===== src/rtl/chargen_pkg.sv =====
package chargen_pkg;

   typedef enum logic [1:0] {
      SRC_ROM   = 2'd0,
      SRC_USER  = 2'd1,
      SRC_BLANK = 2'd2
   } dot_src_e;

   // number of active ROM codes for each span selection
   function automatic logic [8:0] span_limit(input logic [1:0] sel);
      case (sel)
         2'd0:    span_limit = 9'd240;
         2'd1:    span_limit = 9'd248;
         2'd2:    span_limit = 9'd250;
         default: span_limit = 9'd256;
      endcase
   endfunction

endpackage


===== src/rtl/chargen_rom.sv =====
module chargen_rom #(
   parameter int CODE_W = 8,
   parameter int ROW_W  = 3,
   parameter int DOT_W  = 5
) (
   input  logic              clk,
   input  logic              rst_n,
   input  logic [CODE_W-1:0] code,
   input  logic [ROW_W-1:0]  row,
   output logic [DOT_W-1:0]  dots
);
   localparam int HI_W = CODE_W - DOT_W;

   logic [DOT_W-1:0] pattern;

   // Generated placeholder artwork: low code bits, shifted row, high code bits.
   always_comb begin
      pattern = code[DOT_W-1:0];
      pattern = pattern ^ DOT_W'({row, 2'b00});
      pattern = pattern ^ DOT_W'(code[CODE_W-1:DOT_W]);
   end

   always_ff @(posedge clk or negedge rst_n) begin
      if (!rst_n) dots <= '0;
      else        dots <= pattern;
   end

   if (HI_W < 1) begin : g_bad_hi
      $error("chargen_rom: CODE_W must exceed DOT_W");
   end
endmodule


===== src/rtl/chargen_uram.sv =====
module chargen_uram #(
   parameter int ADDR_W = 6,
   parameter int DATA_W = 8
) (
   input  logic              clk,
   input  logic              rst_n,
   input  logic              en,
   input  logic              we,
   input  logic [ADDR_W-1:0] addr,
   input  logic [DATA_W-1:0] wdata,
   output logic [DATA_W-1:0] q
);
   localparam int DEPTH = 1 << ADDR_W;

   logic [DATA_W-1:0] words [DEPTH];

   for (genvar gi = 0; gi < DEPTH; gi++) begin : g_word
      always_ff @(posedge clk or negedge rst_n) begin
         if (!rst_n)
            words[gi] <= '0;
         else if (en && we && (addr == ADDR_W'(gi)))
            words[gi] <= wdata;
      end
   end

   always_ff @(posedge clk or negedge rst_n) begin
      if (!rst_n)          q <= '0;
      else if (en && !we)  q <= words[addr];
   end
endmodule


===== src/rtl/chargen_arb.sv =====
module chargen_arb #(
   parameter int ADDR_W = 6,
   parameter int DATA_W = 8
) (
   input  logic              clk,
   input  logic              rst_n,
   input  logic              fetch_valid,
   input  logic              host_req,
   input  logic              host_we,
   input  logic [ADDR_W-1:0] host_addr,
   input  logic [DATA_W-1:0] host_wdata,
   output logic              grant,
   output logic              op_we,
   output logic [ADDR_W-1:0] op_addr,
   output logic [DATA_W-1:0] op_wdata,
   output logic              host_busy,
   output logic              host_rvalid
);
   logic              park_q;
   logic              park_we_q;
   logic [ADDR_W-1:0] park_addr_q;
   logic [DATA_W-1:0] park_wdata_q;
   logic              accept;

   assign accept   = host_req && !park_q;
   assign grant    = !fetch_valid && (park_q || accept);
   assign op_we    = park_q ? park_we_q    : host_we;
   assign op_addr  = park_q ? park_addr_q  : host_addr;
   assign op_wdata = park_q ? park_wdata_q : host_wdata;
   assign host_busy = park_q;

   always_ff @(posedge clk or negedge rst_n) begin
      if (!rst_n) begin
         park_q       <= 1'b0;
         park_we_q    <= 1'b0;
         park_addr_q  <= '0;
         park_wdata_q <= '0;
         host_rvalid  <= 1'b0;
      end else begin
         host_rvalid <= grant && !op_we;
         if (grant) begin
            park_q <= 1'b0;
         end else if (accept) begin
            park_q       <= 1'b1;
            park_we_q    <= host_we;
            park_addr_q  <= host_addr;
            park_wdata_q <= host_wdata;
         end
      end
   end

   // a parked request survives every fetch cycle
   p_busy_holds_r7: assert property (@(posedge clk) disable iff (!rst_n)
      host_busy && fetch_valid |=> host_busy);
   // a parked request is served in the first free slot
   p_busy_drops_r7: assert property (@(posedge clk) disable iff (!rst_n)
      host_busy && !fetch_valid |=> !host_busy);
   // an immediate request never raises busy
   p_no_park_r6: assert property (@(posedge clk) disable iff (!rst_n)
      !host_busy && host_req && !fetch_valid |=> !host_busy);
   // read data only follows a fetch-free cycle
   p_rvalid_slot_r9: assert property (@(posedge clk) disable iff (!rst_n)
      host_rvalid |-> $past(!fetch_valid));
endmodule


===== src/rtl/chargen_top.sv =====
module chargen_top #(
   parameter int CODE_W      = 8,
   parameter int ROW_W       = 3,
   parameter int DOT_W       = 5,
   parameter int STORE_W     = 8,
   parameter int USER_GLYPHS = 8,
   parameter bit USER_ALIAS  = 1'b1
) (
   input  logic               clk,
   input  logic               rst_n,
   input  logic [1:0]         rom_span_sel,
   input  logic               fetch_valid,
   input  logic [CODE_W-1:0]  fetch_code,
   input  logic [ROW_W-1:0]   fetch_row,
   output logic               fetch_ready,
   output logic [DOT_W-1:0]   fetch_dots,
   input  logic               host_req,
   input  logic               host_we,
   input  logic [$clog2(USER_GLYPHS)+ROW_W-1:0] host_addr,
   input  logic [STORE_W-1:0] host_wdata,
   output logic               host_busy,
   output logic               host_rvalid,
   output logic [STORE_W-1:0] host_rdata
);
   import chargen_pkg::*;

   localparam int GLYPH_W = $clog2(USER_GLYPHS);
   localparam int UADDR_W = GLYPH_W + ROW_W;
   localparam int USER_HI = USER_ALIAS ? GLYPH_W + 1 : GLYPH_W;

   logic               grant, op_we;
   logic [UADDR_W-1:0] op_addr, ram_addr;
   logic [STORE_W-1:0] op_wdata, ram_q;
   logic [DOT_W-1:0]   rom_dots;
   logic               user_hit, over_span;
   dot_src_e           src_d, src_q;

   if (USER_HI < CODE_W) begin : g_user_dec
      assign user_hit = (fetch_code[CODE_W-1:USER_HI] == '0);
   end else begin : g_user_all
      assign user_hit = 1'b1;
   end

   assign over_span = ({1'b0, fetch_code} >= (CODE_W+1)'(span_limit(rom_span_sel)));

   always_comb begin
      if (user_hit)       src_d = SRC_USER;
      else if (over_span) src_d = SRC_BLANK;
      else                src_d = SRC_ROM;
   end

   chargen_arb #(.ADDR_W(UADDR_W), .DATA_W(STORE_W)) u_arb (
      .clk(clk), .rst_n(rst_n), .fetch_valid(fetch_valid),
      .host_req(host_req), .host_we(host_we), .host_addr(host_addr),
      .host_wdata(host_wdata), .grant(grant), .op_we(op_we),
      .op_addr(op_addr), .op_wdata(op_wdata),
      .host_busy(host_busy), .host_rvalid(host_rvalid)
   );

   assign ram_addr = fetch_valid ? {fetch_code[GLYPH_W-1:0], fetch_row} : op_addr;

   chargen_uram #(.ADDR_W(UADDR_W), .DATA_W(STORE_W)) u_uram (
      .clk(clk), .rst_n(rst_n), .en(fetch_valid || grant),
      .we(grant && op_we && !fetch_valid), .addr(ram_addr),
      .wdata(op_wdata), .q(ram_q)
   );

   chargen_rom #(.CODE_W(CODE_W), .ROW_W(ROW_W), .DOT_W(DOT_W)) u_rom (
      .clk(clk), .rst_n(rst_n), .code(fetch_code), .row(fetch_row),
      .dots(rom_dots)
   );

   always_ff @(posedge clk or negedge rst_n) begin
      if (!rst_n) begin
         fetch_ready <= 1'b0;
         src_q       <= SRC_BLANK;
      end else begin
         fetch_ready <= fetch_valid;
         src_q       <= src_d;
      end
   end

   always_comb begin
      case (src_q)
         SRC_USER: fetch_dots = ram_q[DOT_W-1:0];
         SRC_ROM:  fetch_dots = rom_dots;
         default:  fetch_dots = '0;
      endcase
   end

   assign host_rdata = ram_q;

   if (DOT_W > STORE_W) begin : g_bad_store
      $error("chargen_top: STORE_W must hold DOT_W");
   end
   if ((1 << GLYPH_W) != USER_GLYPHS) begin : g_bad_glyphs
      $error("chargen_top: USER_GLYPHS must be a power of two");
   end
   if (CODE_W > 8) begin : g_bad_code
      $error("chargen_top: span limits assume CODE_W <= 8");
   end

   // one-cycle fetch latency, both ways
   p_ready_r2: assert property (@(posedge clk) disable iff (!rst_n)
      fetch_valid |=> fetch_ready);
   p_idle_r2: assert property (@(posedge clk) disable iff (!rst_n)
      !fetch_valid |=> !fetch_ready);
   // codes at or above the span return blank rows
   p_blank_r4: assert property (@(posedge clk) disable iff (!rst_n)
      fetch_valid && (fetch_code[CODE_W-1:4] != '0) &&
      ({1'b0, fetch_code} >= (CODE_W+1)'(span_limit(rom_span_sel)))
      |=> (fetch_dots == '0));
endmodule


===== config.mk =====
export PLATFORM = sky130hd
export DESIGN_NAME = chargen_top
export DESIGN_NICKNAME = d
export VERILOG_FILES = /design/src/rtl/chargen_pkg.sv /design/src/rtl/chargen_rom.sv /design/src/rtl/chargen_uram.sv /design/src/rtl/chargen_arb.sv /design/src/rtl/chargen_top.sv
export SDC_FILE = /design/constraint.sdc
export NUM_CORES = 1
export LEC_CHECK = 0
export BUFFER_PORTS_ARGS = -buffer_cell sky130_fd_sc_hd__buf_4
export CORE_ASPECT_RATIO = 0.6
export CORE_MARGIN = 2
export CORE_UTILIZATION = 40
export CTS_CLUSTER_SIZE = 16
export DETAILED_ROUTE_END_ITERATION = 12
export GPL_ROUTABILITY_DRIVEN = 0
export SLEW_MARGIN = 20
export SYNTH_ARGS = -nofsm -noshare
export SYNTH_HDL_FRONTEND = slang
export SYNTH_SLANG_ARGS = --single-unit

===== constraint.sdc =====
create_clock -name clk -period 6.1 [get_ports clk]
set_clock_uncertainty 0.2 [all_clocks]
set_input_delay 0.61 -clock clk [delete_from_list [all_inputs] [get_ports clk]]
set_output_delay 0.61 -clock clk [all_outputs]
set_load 0.1 [all_outputs]

==> impl_results.md, run 1 <==
- Status: complete, no violations
- DRC: 0
- Port bufs: between 40 and 50
- Largest area contributor in the netlist: dfrtp_1
- Cell count after synthesis: around 2,700
- Worst Path Max Fanout: 20
- Drt first pass iters: 6
- Crit-path max cell delay: approximately 0.94 ns
- Crit path arrival time: about 4.3 ns
- Final worst path period share: approximately 67%
- CP required: around 6.3 ns
- Syn Area/Cell: ~9 um^2
- Post-synth top area share: between 50% and 60%
- Via count: approximately 20,000
- Power per cell area: between 300 and 400 nW/um^2
- Slowest cell on crit path: nor2_1
- Nets@finish: 2,677
- Hold slack final: about 0.019 ns
- Distinct cells, synth: between 40 and 50
- Beginning of the worst hold path: fetch_code[5]
- Worst Path Class, Setup: reg2reg
- CTS Buffer Depth: 3
- Warnings from Yosys: 0
- WL met2: around 30,000 um
- Ant. Diodes: 0
- # Max-Cap Violations: 0
- Class of the worst hold path: in2reg
- #FFs+latches synth: ~550
- Worst-Margin Slew: ~1.2 ns
- Clock Root Buffer: clkbuf_16
- Critical path endpoint: u_uram.words[259]
- Grt ovf: 0
- CTS H-tree depth: 2
- Most frequent cells in the layout: 643 x a21oi_1, 544 x dfrtp_1, 530 x nor2_1, 402 x nand2_1, 128 x a32oi_1
- Most common cell after layout, fill and taps aside: a21oi_1
- Worst R2R Start: u_arb.host_busy
- Setup Viol. Count Final: 0
- Slew headroom: a little over a fifth
- M1 wire length: 34,500 um
- CP most frequent cell: buf_4
- Fillers: between 5,000 and 6,000
- Clock-pin slew on the worst setup and hold paths: 0.07 ns
- CP startpoint kind: flip-flop
- CTS tree: done
- Top cells by area, synth: dfrtp_1 56%, a21oi_1 13%, nor2_1 8.3%, nand2_1 6.2%, a32oi_1 4.6%
- Hold Fails Final Rpt: 0
- # IOs: 48
- Area grow syn2layout: 10.8%
- Crit-path cells: buf_4 > mux2i_1 > o21a_1 > nor2_4 > buf_4 > nand3_1 > nor2_1 > a21oi_1
- Final Max Tran Viols: 0
- Worst vdd ir: 0.186 mV
- Antenna viol nets, final: 0
- DR WL/cell: between 20 and 25 um
- RSZ-0062 raised after global routing: no
- Top_reg_cell synth: dfrtp_1
- Post-CTS resize count: 0
- Number of synthesized flops with an enable pin: 0
- Num Clock Sinks: 545
- Setup TNS: 0 ns
- Vias per std cell: 5.68
- Ys async rst share: 100%
- Total Routed Length: a little over 70,000 um
- Die area: ~63,000 um^2
- Top Metal Used: met4
- Initial antenna violation count: 0
- R2r endpoint: u_uram.words[259]
- Met3 wire length: about 5300 um
- Die H: 196 um
- Hpwl dp: about 44,000 um
- Critical Path End Type: flip-flop
- First-pass GRT wire length: 110,000 um
- Share of cells above drive strength 1: approximately a tenth
- Drt initial violations: 2,145
- R2R Setup Slk: roughly 2 ns
- Clk_lat worst skew: roughly 0.6 ns
- Fmax: 0.244 GHz
- Vias in the first global route: 18,200
- Die X-Extent: 324 um
- Largest net degree at the start of global routing: 170
- R2R cell count: 8
- Post-Syn Nets: roughly 2,800
- Tmin final: around 4 ns
- Row Count: 70
- Leakage power: around 0.012 uW
- Core Area: between 60,000 and 70,000 um^2
- Sequential share of the synthesized area: around 56%
- GRT Total Usage: roughly 22%
- CTS Buf Count: between 40 and 50
- Post-Syn Area: 24,500 um^2
- Critical path origin: u_arb.host_busy
- Starting Density: 40.3%
==> cells in the mapped netlist (all sizes together) (2+ instances only) <==
library cell / count
or3: 8
a32oi: 128
nand2b: 2
and2: 2
and3: 2
a21oi: 643
a22o: 32
clkbuf: 86
xnor2: 2
dfrtp: 544
mux2: 16
o21ai: 6
ha: 7
mux2i: 18
inv: 5
nor2: 589
buf: 137
o31a: 8
nand2: 402
a221oi: 32
o22ai: 17
o21a: 5
nand3: 15
xor2: 4
==> worst min path at each step <==
stage | endpoint | slack (ns) | cells after the start
6_report | u_rom.dots[0] | 0.02 | 2
2_1_floorplan | fetch_ready | 0.11 | 0
3_3_place_gp | u_arb.park_addr_q[1] | 0.29 | 1
3_5_place_dp | u_arb.park_addr_q[1] | 0.29 | 1
5_1_grt | src_q[0] | 0.01 | 2
4_1_cts | u_rom.dots[0] | 0.005 | 2
==> power by group <==
part / total, uW / internal, uW / switching (uW) / leakage (uW)
logic: 1960 / 638 / 1320 / 0.00347
clock network: 3310 / 1910 / 1410 / 0.000827
registers: 4560 / 4220 / 338 / 0.00733
total: 9840 / 6770 / 3070 / 0.0116
==> flip-flops by register name, summed over array words and instances, names as in the netlist <==
register	count
fetch_ready	1
src_q	2
u_arb.host_busy	1
u_arb.host_rvalid	1
u_arb.park_addr_q	6
u_arb.park_wdata_q	8
u_arb.park_we_q	1
u_rom.dots	5
u_uram.q	8
u_uram.words	512
==> stage by stage <==
stage / util, % / setup slack (ns) / power (uW) / cell area, um^2 / instances
floorplan: - / 2.83 / 5880 / 24500 / 2719
finish: 44.7 / 2.00 / 9840 / 27200 / 3504
CTS: 44.6 / 1.78 / 9880 / 27100 / 3503
global route: 44.7 / 1.81 / 10300 / 27200 / 3504
detailed placement: 41.7 / 1.83 / 6550 / 25300 / 3409
global placement: 41.7 / 1.86 / 6470 / 25300 / 3409
==> cell families after synthesis <==
logic type                 count (synthesis)  share of synthesized area [%]
xor gates and xnor gates                   6                          0.214
and+or+nand+nor                         1024                           16.5
adders and majority gates                  7                          0.357
muxes                                     34                           1.49
DFF                                      545                           55.7
AOI/OAI and AO/OA                        875                           21.3
buffers and inverters                    228                           4.45
==> critical path: cells and delay by family (launching register included) <==
family / cells / cell delay (ns)
AOI/OAI and AO/OA: 2 / 0.44
buffers and inverters: 2 / 0.78
DFF: 1 / 0.36
muxes: 1 / 0.22
and+or+nand+nor: 3 / 1.87
==> per-layer routing <==
| metal | GRT usage [%] | vias up |
|---|---|---|
| met4 | 4.70 | 0 |
| met1 | 35.8 | 9862 |
| met5 | 0 | - |
| met2 | 31.5 | 728 |
| met3 | 3.62 | 105 |
| li1 | - | 9209 |
==> area by class of cell <==
| class | instances | area (um^2) | share of cell area (%) |
|---|---|---|---|
| Timing Repair Buffer | 91 | 823 | 3.03 |
| Tap cell | 828 | 1040 | 3.81 |
| Clock inverter | 17 | 249 | 0.917 |
| Clock buffer | 72 | 1460 | 5.36 |
| Sequential cell | 545 | 13600 | 50.2 |
| Multi-Input combinational cell | 1946 | 9940 | 36.6 |
| Inverter | 5 | 18.8 | 0.0691 |
==> repair_timing <==
item	4_1_cts	5_1_grt
hold endpoints to repair	89	0
hold buffers	5	0
setup buffers	0	0
Note: power is estimated with default switching activity, not from simulation.
==> run 2, diff against run 1 <==
==> constraint.sdc (replaced) <==
create_clock -name clk -period 4.2 [get_ports clk]
set_clock_uncertainty 0.2 [all_clocks]
set_input_delay 0.42 -clock clk [delete_from_list [all_inputs] [get_ports clk]]
set_output_delay 0.42 -clock clk [all_outputs]
set_load 0.1 [all_outputs]
==> impl_results.md, run 2 (synthesized netlist as in run 1, its figures left out) <==
- Status: complete, no violations
- Clock Root Buffer: clkbuf_16
- Fin cells: 3,564
- Power per cell area: roughly 530 nW/um^2
- Die X-Extent: roughly 320 um
- Initial antenna violation count: 1
- Worst-Margin Slew: slightly above 1 ns
- Die H: around 200 um
- CP required: around 4.5 ns
- # Max-Cap Violations: 0
- Setup TNS: 0 ns
- Slew headroom: about a third
- Nets@finish: between 2,000 and 3,000
- CTS tree: done
- Port bufs: 47
- Hpwl dp: roughly 45,000 um
- Vias per std cell: between 5 and 6
- Clock-pin slew on the worst setup and hold paths: about 0.070 ns
- Num Clock Sinks: 545
- Most used routing layer: met1
- Tmin final: 3.74 ns
- Starting Density: around two fifths
- Pre-CTS setup slack: roughly 0.45 ns
- Largest net degree at the start of global routing: 121
- Leakage power: ~0.012 uW
- Top Registers: u_uram.words (512), u_arb.park_wdata_q (8), u_uram.q (8)
- Cells after DPL: 3,445
- Max reg flops: between 500 and 600
- Ant. Diodes: 0
- RSZ-0062 raised after global routing: no
- Die area: between 60,000 and 70,000 um^2
- Share of cells above drive strength 1: 10.7%
- First-pass GRT wire length: 114,000 um
- CTS Buf Count: between 40 and 50
- Final worst path period share: between 80% and 90%
- Area grow syn2layout: 14.0%
- Final Util: ~46%
- Worst Path Max Fanout: between 50 and 60
- Post-CTS Setup Bufs: 0
- Setup WS post-layout: between 0.4 and 0.5 ns
- CTS H-tree depth: 2
- Vias in the first global route: around 19,000
- Setup Viol. Count Final: 0
- Critical Path End Type: flip-flop
- GR Layer Usage met1: 35.2%
- CP startpoint kind: flip-flop
- Met2 usage: approximately 32%
- Worst vdd ir: roughly 0.32 mV
- Final Max Tran Viols: 0
- Core Area: a little over 60,000 um^2
- DRC: 0
- DR WL/cell: 20.5 um
- # IOs: 48
- Fmax: 0.268 GHz
- Overall Power: between 10,000 and 15,000 uW
- Most frequent cells in the layout: 643 x a21oi_1, 544 x dfrtp_1, 541 x nor2_1, 402 x nand2_1, 128 x a32oi_1
- Clk_lat worst skew: 0.58 ns
- Total Routed Length: 73,100 um
- CTS Buffer Depth: 3
- Global routing usage on met3: 5.82%
- GRT Total Usage: 23.1%
- Crit path arrival time: between 4 and 5 ns
- Row Count: 70
- Hold Fails Final Rpt: 0
- Top reg by flops: u_uram.words
- Worst Path Class, Setup: reg2reg
- Grt ovf: 0
- Most common cell after layout, fill and taps aside: a21oi_1
- Drt initial violations: roughly 2,100
- Class of the worst hold path: in2reg
- Antenna viol nets, final: 0
- Drt first pass iters: 6
- Via count: between 20,000 and 25,000
-- run 2: report_power, final --
part,switching (uW),internal (uW)
registers,507,6130
logic,1920,987
clock network,2070,3110
-- run 2: stage by stage --
step | area [um^2] | hold WS, ns
2_1_floorplan | 24500 | -0.0756
3_3_place_gp | 25700 | 0.291
3_5_place_dp | 25700 | 0.295
4_1_cts | 27900 | 0.0429
5_1_grt | 27900 | 0.0709
6_report | 27900 | 0.0739
-- run 2: layout make-up --
type / instances / area (um^2)
timing repair buffer: 154 / 1490
clock inverter: 25 / 464
inverter: 5 / 18.8
tap: 828 / 1040
multi-input combinational: 1946 / 9910
sequential: 545 / 13600
fill: 5796 / 32900
clock buffer: 61 / 1370
-- run 2: repair_timing --
item                      4_1_cts  5_1_grt
hold buffers                   31        0
resized for setup               0        0
hold endpoints to repair      119        0
-- run 2: worst max-delay path, stage by stage, from the launching register on --
cell	delay (ns)
dfrtp_1	0.49
mux2_4	0.36
o21a_4	0.43
buf_12	0.28
buf_4	0.19
a21oi_1	0.17
a32oi_1	0.11
a22o_1	0.30
a221oi_1	0.48
o22ai_1	0.28
o31a_1	0.30
-- run 2: final timing paths --
check / cells past startpoint / from / endpoint / slack [ns]
min in group asynchronous: 2 / rst_n / u_uram.words[501] / 0.28
setup / recovery: 10 / u_arb.host_busy / u_uram.q[2] / 0.46
hold / removal: 5 / fetch_code[6] / src_q[1] / 0.07
max in group asynchronous: 3 / rst_n / u_uram.words[61] / 2.28
setup reg to reg: 10 / u_arb.host_busy / u_uram.q[2] / 0.46
hold reg to reg: 1 / u_arb.park_addr_q[5] / u_arb.park_addr_q[5] / 0.31
-- run 2: metal layers --
layer,vias to the layer above,wire (um),share of wire (%)
li1,9330,-,-
met1,9956,34300,47
met2,783,30300,41
met3,116,6660,9.1
met4,2,1760,2.4
met5,-,14,0.019
